### src/rtl/boot_stream_pkg.sv
package boot_stream_pkg;

    typedef enum logic [1:0] {
        PH_ALIGN = 2'd0,
        PH_FRAME = 2'd1,
        PH_HALT  = 2'd2
    } phase_e;

    typedef struct packed {
        logic oe;
        logic val;
    } pad_t;

    localparam logic LINE_RELEASED = 1'b1;

    localparam pad_t PAD_IDLE = '{oe: 1'b0, val: LINE_RELEASED};

    function automatic int unsigned max_of(input int unsigned a, input int unsigned b);
        return (a > b) ? a : b;
    endfunction

endpackage

### src/rtl/bst_edge_sync.sv
module bst_edge_sync #(
    parameter int   STAGES  = 2,
    parameter logic IDLE    = 1'b0,
    parameter bit   FALLING = 1'b0
) (
    input  logic clk,
    input  logic rst,
    input  logic async_i,
    output logic edge_o
);
    logic [STAGES-1:0] chain_q;
    logic [STAGES-1:0] chain_d;
    logic              last_q;

    for (genvar g = 0; g < STAGES; g++) begin : g_tap
        if (g == 0) begin : g_first
            assign chain_d[g] = async_i;
        end else begin : g_rest
            assign chain_d[g] = chain_q[g-1];
        end
    end

    always_ff @(posedge clk) begin
        if (rst) begin
            chain_q <= {STAGES{IDLE}};
            last_q  <= IDLE;
        end else begin
            chain_q <= chain_d;
            last_q  <= chain_q[STAGES-1];
        end
    end

    if (FALLING) begin : g_fall
        assign edge_o = last_q & ~chain_q[STAGES-1];
    end else begin : g_rise
        assign edge_o = ~last_q & chain_q[STAGES-1];
    end

endmodule

### src/rtl/bst_frame_seq.sv
module bst_frame_seq
    import boot_stream_pkg::*;
#(
    parameter int DEPTH      = 128,
    parameter int DATA_W     = 8,
    parameter int SYNC_EDGES = 9,
    parameter int START_ADDR = 0,
    localparam int AW        = $clog2(DEPTH)
) (
    input  logic              clk,
    input  logic              rst,
    input  logic              step_i,
    input  logic              halt_i,
    input  logic [DATA_W-1:0] mem_data_i,
    output logic [AW-1:0]     mem_addr_o,
    output logic              sda_oe_o,
    output logic              sda_o
);
    localparam int MAXC = max_of(SYNC_EDGES, DATA_W + 1);
    localparam int CW   = $clog2(MAXC + 1);

    typedef struct packed {
        phase_e            phase;
        logic [CW-1:0]     cnt;
        logic [DATA_W-2:0] shreg;
    } seq_t;

    seq_t          st_q;
    pad_t          pad_q;
    logic [AW-1:0] addr_q;
    logic [AW-1:0] addr_next;

    assign addr_next = (addr_q == AW'(DEPTH - 1)) ? '0 : addr_q + 1'b1;

    always_ff @(posedge clk) begin
        if (rst) begin
            st_q.phase <= PH_ALIGN;
            st_q.cnt   <= '0;
            st_q.shreg <= '0;
            pad_q      <= PAD_IDLE;
            addr_q     <= AW'(START_ADDR);
        end else if (halt_i) begin
            st_q.phase <= PH_HALT;
            pad_q      <= PAD_IDLE;
        end else if (step_i) begin
            case (st_q.phase)
                PH_ALIGN: begin
                    if (st_q.cnt == CW'(SYNC_EDGES - 1)) begin
                        st_q.phase <= PH_FRAME;
                        st_q.cnt   <= '0;
                    end else begin
                        st_q.cnt <= st_q.cnt + 1'b1;
                    end
                end
                PH_FRAME: begin
                    if (st_q.cnt == '0) begin
                        pad_q      <= '{oe: 1'b1, val: mem_data_i[DATA_W-1]};
                        st_q.shreg <= mem_data_i[DATA_W-2:0];
                        st_q.cnt   <= st_q.cnt + 1'b1;
                    end else if (st_q.cnt < CW'(DATA_W)) begin
                        pad_q      <= '{oe: 1'b1, val: st_q.shreg[DATA_W-2]};
                        st_q.shreg <= {st_q.shreg[DATA_W-3:0], 1'b0};
                        st_q.cnt   <= st_q.cnt + 1'b1;
                    end else begin
                        pad_q    <= '{oe: 1'b1, val: LINE_RELEASED};
                        st_q.cnt <= '0;
                        addr_q   <= addr_next;
                    end
                end
                default: ;
            endcase
        end
    end

    assign mem_addr_o = addr_q;
    assign sda_oe_o   = pad_q.oe;
    assign sda_o      = pad_q.val;

    assert_align_quiet_R1: assert property (@(posedge clk) disable iff (rst)
        (st_q.phase == PH_ALIGN) |-> !sda_oe_o);

    assert_addr_step_R5: assert property (@(posedge clk) disable iff (rst)
        (!$past(rst) && !$stable(addr_q)) |->
        (addr_q == (($past(addr_q) == AW'(DEPTH - 1)) ? '0 : $past(addr_q) + 1'b1)));

    assert_halt_released_R7: assert property (@(posedge clk) disable iff (rst)
        (st_q.phase == PH_HALT) |-> (!sda_oe_o && sda_o));

endmodule

### src/rtl/boot_stream_tx.sv
module boot_stream_tx
    import boot_stream_pkg::*;
#(
    parameter int DEPTH       = 128,
    parameter int DATA_W      = 8,
    parameter int SYNC_EDGES  = 9,
    parameter int START_ADDR  = 0,
    parameter int SYNC_STAGES = 2,
    localparam int AW         = $clog2(DEPTH)
) (
    input  logic              clk,
    input  logic              rst,
    input  logic              stream_clk_i,
    input  logic              bus_clk_i,
    output logic [AW-1:0]     mem_addr_o,
    input  logic [DATA_W-1:0] mem_data_i,
    output logic              sda_oe_o,
    output logic              sda_o,
    output logic              bus_mode_o
);
    logic stream_rise;
    logic bus_fall;
    logic mode_q;
    logic halt;

    bst_edge_sync #(.STAGES(SYNC_STAGES), .IDLE(1'b0), .FALLING(1'b0)) u_stream_sync (
        .clk     (clk),
        .rst     (rst),
        .async_i (stream_clk_i),
        .edge_o  (stream_rise)
    );

    bst_edge_sync #(.STAGES(SYNC_STAGES), .IDLE(1'b1), .FALLING(1'b1)) u_bus_sync (
        .clk     (clk),
        .rst     (rst),
        .async_i (bus_clk_i),
        .edge_o  (bus_fall)
    );

    always_ff @(posedge clk) begin
        if (rst) begin
            mode_q <= 1'b0;
        end else if (bus_fall) begin
            mode_q <= 1'b1;
        end
    end

    assign halt       = mode_q | bus_fall;
    assign bus_mode_o = mode_q;

    bst_frame_seq #(
        .DEPTH      (DEPTH),
        .DATA_W     (DATA_W),
        .SYNC_EDGES (SYNC_EDGES),
        .START_ADDR (START_ADDR)
    ) u_seq (
        .clk        (clk),
        .rst        (rst),
        .step_i     (stream_rise),
        .halt_i     (halt),
        .mem_data_i (mem_data_i),
        .mem_addr_o (mem_addr_o),
        .sda_oe_o   (sda_oe_o),
        .sda_o      (sda_o)
    );

    assert_mode_sticky_R8: assert property (@(posedge clk) disable iff (rst)
        bus_mode_o |=> bus_mode_o);

    assert_addr_frozen_R8: assert property (@(posedge clk) disable iff (rst)
        (!$past(rst) && $past(bus_mode_o)) |-> $stable(mem_addr_o));

    assert_no_edge_no_change_R3: assert property (@(posedge clk) disable iff (rst)
        (!$past(rst) && !$past(stream_rise) && !$past(bus_fall)) |->
        ($stable(sda_oe_o) && $stable(sda_o) && $stable(bus_mode_o)));

endmodule

### config.mk
export PLATFORM = sky130hd
export DESIGN_NAME = boot_stream_tx
export DESIGN_NICKNAME = d
export VERILOG_FILES = /design/src/rtl/boot_stream_pkg.sv /design/src/rtl/bst_edge_sync.sv /design/src/rtl/bst_frame_seq.sv /design/src/rtl/boot_stream_tx.sv
export SDC_FILE = /design/constraint.sdc
export NUM_CORES = 1
export LEC_CHECK = 0
export BUFFER_PORTS_ARGS = -buffer_cell sky130_fd_sc_hd__buf_2
export CAP_MARGIN = 20
export CORE_ASPECT_RATIO = 1.75
export CORE_MARGIN = 2
export CORE_UTILIZATION = 50
export DETAILED_ROUTE_END_ITERATION = 10
export PLACE_DENSITY = 0.72
export SLEW_MARGIN = 40
export SYNTH_ARGS = -nofsm -noshare
export SYNTH_HDL_FRONTEND = slang
export SYNTH_SLANG_ARGS = --single-unit
### constraint.sdc
create_clock -name clk -period 1.88 [get_ports clk]
set_input_delay 0.094 -clock clk [delete_from_list [all_inputs] [get_ports clk]]
set_output_delay 0.094 -clock clk [all_outputs]
set_load 0.02 [all_outputs]
[Word level (Yosys, flattened, before mapping)]
Cells that the tools add are included.
Cells by class
  add/sub/neg operators: 2
  magnitude comparators: 1
  equality and inequality tests: 3
  muxes and demuxes: 13
  bitwise logic cells: 8
  reductions and logical operators: 14
Operators by type and width (count)
  7-bit two-way mux: 3
  13-bit two-way mux: 1
  11-bit two-way mux: 1
  2-bit nonzero test: 5
  3-bit AND reduction: 3
  4-bit two-way mux: 2
  4-bit one-hot mux with 2 select lines: 1
  7-bit by 1-bit adder with 7-bit output (second input constant): 1
  7-bit equality test (second input constant): 1
  2-bit two-way mux: 3
  1-bit NOT: 5
  5-bit AND reduction: 1
  4-bit by 1-bit adder with 4-bit output (second input constant): 1
  4-bit equality test (second input constant): 1
  4-bit logical NOT: 1
  4-bit < comparator (second input constant): 1
  4-bit AND reduction: 1
  1-bit bitwise AND: 2
  2-bit by 1-bit equality test with 1-bit output (second input constant): 1
  2-bit logical NOT: 1
  1-bit two-way mux: 2
  2-bit AND reduction: 1
  2-bit OR reduction: 1
  1-bit OR: 1
Storage, ports and cells
  bits in registers: 29
  input port bits: 12
  output and inout port bits: 10
  word-level logic and storage cells: 53

[Logic depth before layout (Yosys ltp)]
  word-level depth: 6
  depth in mapped cells: 7

[By module]
From an unflattened synthesis, not the netlist that was laid out.
Second synthesis, totals
  cells, all modules: 135
  area, all modules: 1271.2 um^2
By module, submodules not included
  bst_frame_seq: instances 1, cells each 118, area an instance 1062.3 um^2, seq. area each 440.4 um^2
  bst_edge_sync (u_stream_sync): instances 1, cells each 7, area an instance 87.6 um^2, seq. area each 60.1 um^2
  bst_edge_sync (u_bus_sync): instances 1, cells each 7, area an instance 85.1 um^2, seq. area each 60.1 um^2
  boot_stream_tx: instances 1, cells each 3, area an instance 36.3 um^2, seq. area each 20.0 um^2

[Least setup slack after synthesis]
Ideal clock, no wire load.
  path type: register to register
  from: register u_seq.st_q[7] in the netlist's numbering
  to: register u_seq.st_q[10] in the netlist's numbering
  arrival time: 1497 ps
  data required time: 1794 ps
  slack: 297 ps
  cell stages (with the launch flop): 7
  buffers on the path: 0
  cell sequence: dfxtp_1 -> inv_1 -> ha_1 -> nor2b_1 -> mux2_2 -> o22a_1 -> a211oi_1
Between the ends
  cells in the longest elaborated chain, start to end: 4
RTL lines
  start, declared: line bst_frame_seq.sv:28  | seq_t st_q;
  4-bit by 1-bit adder with 4-bit output or 4-bit < comparator (tied branches)
  4-bit two-way mux: line bst_frame_seq.sv:60  | end else if (st_q.cnt < CW'(DATA_W)) begin
  11-bit two-way mux: line bst_frame_seq.sv:56  | if (st_q.cnt == '0) begin
  4-bit one-hot mux with 2 select lines (*): line bst_frame_seq.sv:46  | case (st_q.phase)
Mark *: on every way between the ends. The rest lies on a longest branch, timed or not.
A chain may end at the register's enable or synchronous reset.

[Worst setup path in the final report]
  from: register u_seq.st_q[7] in the netlist's numbering
  to: register u_seq.pad_q (netlist bit u_seq.sda_o)
Between the ends
  cells in the longest elaborated chain, start to end: 3
RTL lines
  4-bit < comparator: line bst_frame_seq.sv:60
  1-bit two-way mux: line bst_frame_seq.sv:60
  1-bit two-way mux (*): line bst_frame_seq.sv:56
  end signal, assigned: line bst_frame_seq.sv:57  | pad_q <= '{oe: 1'b1, val: mem_data_i[DATA_W-1]};
  end signal, assigned: line bst_frame_seq.sv:61  | pad_q <= '{oe: 1'b1, val: st_q.shreg[DATA_W-2]};
  end signal, assigned: line bst_frame_seq.sv:65  | pad_q <= '{oe: 1'b1, val: LINE_RELEASED};
  end, declared: line bst_frame_seq.sv:29  | pad_t pad_q;
Marked as above.

==> results by group <==
Outcome
  – Outcome: finished clean

Clocking
  – Clock buffer depth: 2
  – Clk_lat worst skew: ~280 ps
  – Sink Count: 29
  – Number of setup buffers added after CTS: 0
  – Clock root buffer: clkbuf_8
  – Cts bufs inserted: 5
  – Maximum level of the CTS H-tree: 2
  – TritonCTS clock tree: done
  – Clock input transition at the sequential cells of the worst setup and hold paths: around 60 ps

Placed design
  – Pre-CTS worst setup slack: -119 ps
  – Buffers added on ports: 21
  – Post-Place Cells: 183
  – Detail Placement HPWL: 1.98 mm
  – Total placed instance area: 1430 µm²
  – Placer Congestion: 0.889

Synthesis
  – Mean post-synth cell area: 9.37 µm²
  – Biggest area consumer among synthesized cells: dfxtp_1
  – Cell area after synthesis: around 1300 µm²
  – Share of the synthesized area in the top cell type: between 40% and 50%
  – Synthesized instance count: 138
  – Warnings, synthesis: 0
  – Synth top area cells: dfxtp_1 (45%), mux2i_1 (5.4%), a211oi_1 (4.6%)
  – Seq cells post-synth: 29
  – Number of distinct library cell variants in the gate-level netlist after synthesis: 37
  – Post-synthesis sequential area ratio: 44.9%
  – Syn nets: between 150 and 200

Critical path
  – Crit path launch type: register
  – Endpoint required time on the critical path: 2020 ps
  – Data arrival time of the worst path: ~1900 ps
  – Crit end category: register
  – Largest fanout on the critical path: 6
  – Type of the worst setup path: register to register
  – Worst path max stage delay: 430 ps
  – Critical Path, Cell by Cell: inv_1, ha_1, nor2b_2, nor2b_1, a2111oi_2, buf_4, o21ai_0
  – Slowest CP cell: a2111oi_2

Floorplan
  – Width of the die: 42.5 µm
  – Num ports: 22
  – Area of the die: between 3000 and 4000 µm²
  – Standard-cell rows: 24
  – Die extent in y: 71.3 µm
  – Placeable core region: 2460 µm²
  – Starting density of the core: 52.5%

Drt
  – Remaining design rule violation count: 0
  – Mean number of vias per cell: between 5 and 6
  – Number of antenna-violating nets in the routed design: 0
  – Via count: between 1000 and 1500
  – First-pass detailed-route iteration total: 4
  – DRC violation total after the first TritonRoute iteration: 23
  – Detailed-route wire length per cell: approximately 14 µm
  – DRT Wirelength: 2.66 mm

Timing
  – Part of the cycle the worst path needs: 91.0%
  – Largest clock skew in the final design: 4.44 ps
  – Setup repair after global routing missed its margin: false
  – Slew Viols, Final: 0
  – Tmin final: between 1500 and 2000 ps
  – F_max: 584 MHz
  – Count of endpoints failing setup in the final report: 0
  – Slew Limit Headroom: 72.1%
  – Setup TNS after final layout: 0 ps
  – Fin worst setup slack: 169 ps
  – Slew at the pin closest to its max-slew limit: between 400 and 500 ps
  – Number of failing hold endpoints at the final stage: 0
  – Hold slack: 22.1 ps

GRT
  – Pin count of the biggest net entering global routing: 25
  – Global routing usage summed across all routing layers: roughly a fifth
  – Remaining Overflow, GRT: 0
  – Initial antenna violation count: 0
  – Via count of the first global-routing pass: around 1100
  – Global-route wire length before repair: just under 5 mm

Final layout
  – # diodes: 0
  – Nets: 181
  – Proportion of layout cells with a drive suffix above 1: 26.5%
  – Final cell count without fillers: 192
  – Filler cell count: roughly 220
  – Synthesis-to-finish area growth: 22.5%
  – Final non-filler cell area: approximately 1600 µm²

Job
  – Max-Cap Viols: 0

Pwr
  – Power density of the placed cells: ~930 nW/µm²
  – Pleak: 0.659 nW
  – VDD IR max: 0.757 mV

Worst hold path
  – Worst hold path type: input pin to register
[kinds of logic (layout without fill, tap and decap cells)]
group,Yosys count,count (layout),share of synthesized area (%)
AOI/OAI and AO/OA,26,26,13.0
xor gates and xnor gates,3,3,2.03
adders and majority gates,4,4,3.87
buffers and inverters,9,37,2.90
DFF,29,29,44.9
muxes,8,8,6.29
and+or+nand+nor,59,59,27.1
[worst paths after layout]
path | startpoint | to | slack (ps) | depth (start not counted)
setup / recovery | u_seq.st_q[7]$_SDFFE_PP0P_ | u_seq.sda_o$_SDFFE_PP1P_ | 170 | 7
hold reg to reg | u_bus_sync.chain_q[0]$_SDFF_PP1_ | u_bus_sync.chain_q[1]$_SDFF_PP1_ | 410 | 1
setup reg to reg | u_seq.st_q[7]$_SDFFE_PP0P_ | u_seq.sda_o$_SDFFE_PP1P_ | 170 | 7
hold / removal | stream_clk_i | u_stream_sync.chain_q[0]$_SDFF_PP0_ | 20 | 2
[worst max-delay path, delay by kind of cell, from the launching register on]
kind	cells	cell delay [ps]
compound gates	2	490
simple gates	2	360
flops	1	330
buf+inv	2	250
fa+ha+maj	1	140
[where the power goes]
part	internal (mW)	total, mW	switching, mW
logic	0.0392	0.0849	0.0457
registers	0.625	0.634	0.00845
clock network	0.526	0.762	0.236
total	1.19	1.48	0.290
[stage by stage]
stage          utilization (%)  power, mW
4_1_cts                   64.2       1.50
5_1_grt                   64.4       1.53
3_5_place_dp              58.1      0.729
2_1_floorplan                -      0.704
3_3_place_gp              58.1      0.726
6_report                  64.4       1.48
[per-layer routing]
layer  GRT usage [%]  part of all wire, %  vias to the layer above  wire length (µm)
li1                -                    -                      542                 -
met1            23.8                   38                      505              1020
met2            36.2                   54                       31              1450
met3            5.04                  4.2                        8               112
met4            11.1                  3.1                        0                82
met5               0                    0                        -                 0
[cell usage after synthesis]
cell type and number:
a2111oi_0 1, nand2b_2 1, or2_2 3, a21oi_1 7
nor4_2 1, o22a_1 1, o21bai_1 1, inv_1 4
a31oi_1 2, nand2_1 6, ha_1 4, buf_2 3
o21a_1 1, nor2b_1 8, nand4bb_1 1, a211oi_1 8
or3_1 2, or4_1 1, nand3_1 5, nor3b_1 1
and4bb_4 1, nor3_1 2, nand4_2 1, nor2_1 16
mux2i_1 7, and3_1 4, xor2_1 3, mux2_2 1
and2b_1 1, and2_1 1, nand4_1 2, o21ai_0 4
nand2b_1 1, dfxtp_1 29, clkbuf_1 2, nand3_4 1
o31ai_1 1
[cell usage in the layout (no fill, tap or decap), types with 2 or more instances in the layout]
cell type / netlist / routed
a211oi_1: 8 / 8
a21oi_1: 7 / 7
a31oi_1: 2 / 2
and3_1: 4 / 4
buf_2: 3 / 21
buf_4: 0 / 3
bufinv_16: 0 / 2
clkbuf_8: 0 / 5
dfxtp_1: 29 / 29
ha_1: 4 / 4
inv_1: 4 / 4
mux2i_1: 7 / 7
nand2_1: 6 / 6
nand3_1: 5 / 5
nand4_1: 2 / 2
nor2_1: 16 / 16
nor2b_1: 8 / 7
nor3_1: 2 / 2
o21ai_0: 4 / 4
or2_2: 3 / 3
or3_1: 2 / 2
xor2_1: 3 / 3
[flip-flops by register name, indices dropped and copies added, names as in the netlist]
signal / cells
u_seq.st_q: 13
u_seq.sda_oe_o: 1
u_seq.mem_addr_o: 7
u_seq.sda_o: 1
u_stream_sync.last_q: 1
bus_mode_o: 1
u_bus_sync.chain_q: 2
u_stream_sync.chain_q: 2
u_bus_sync.last_q: 1
[cell type report]
type	count	area [µm²]	share of cell area [%]
sequential	29	581	36.6
timing repair buffer	25	138	8.68
multi-input combinational	100	686	43.3
clock buffer	5	68.8	4.34
inverter	4	15.0	0.947
clock inverter	3	65.1	4.10
tap	26	32.5	2.05
[timing repair]
item | CTS | global route
endpoints found under the setup margin | 1 | 8
gates resized for setup | 2 | 2
pin swaps | 0 | 0
gates cloned | 0 | 0
endpoints found under the hold margin | 1 | 0
hold buffers | 1 | 0
Note: power is estimated with default switching activity, not from simulation.
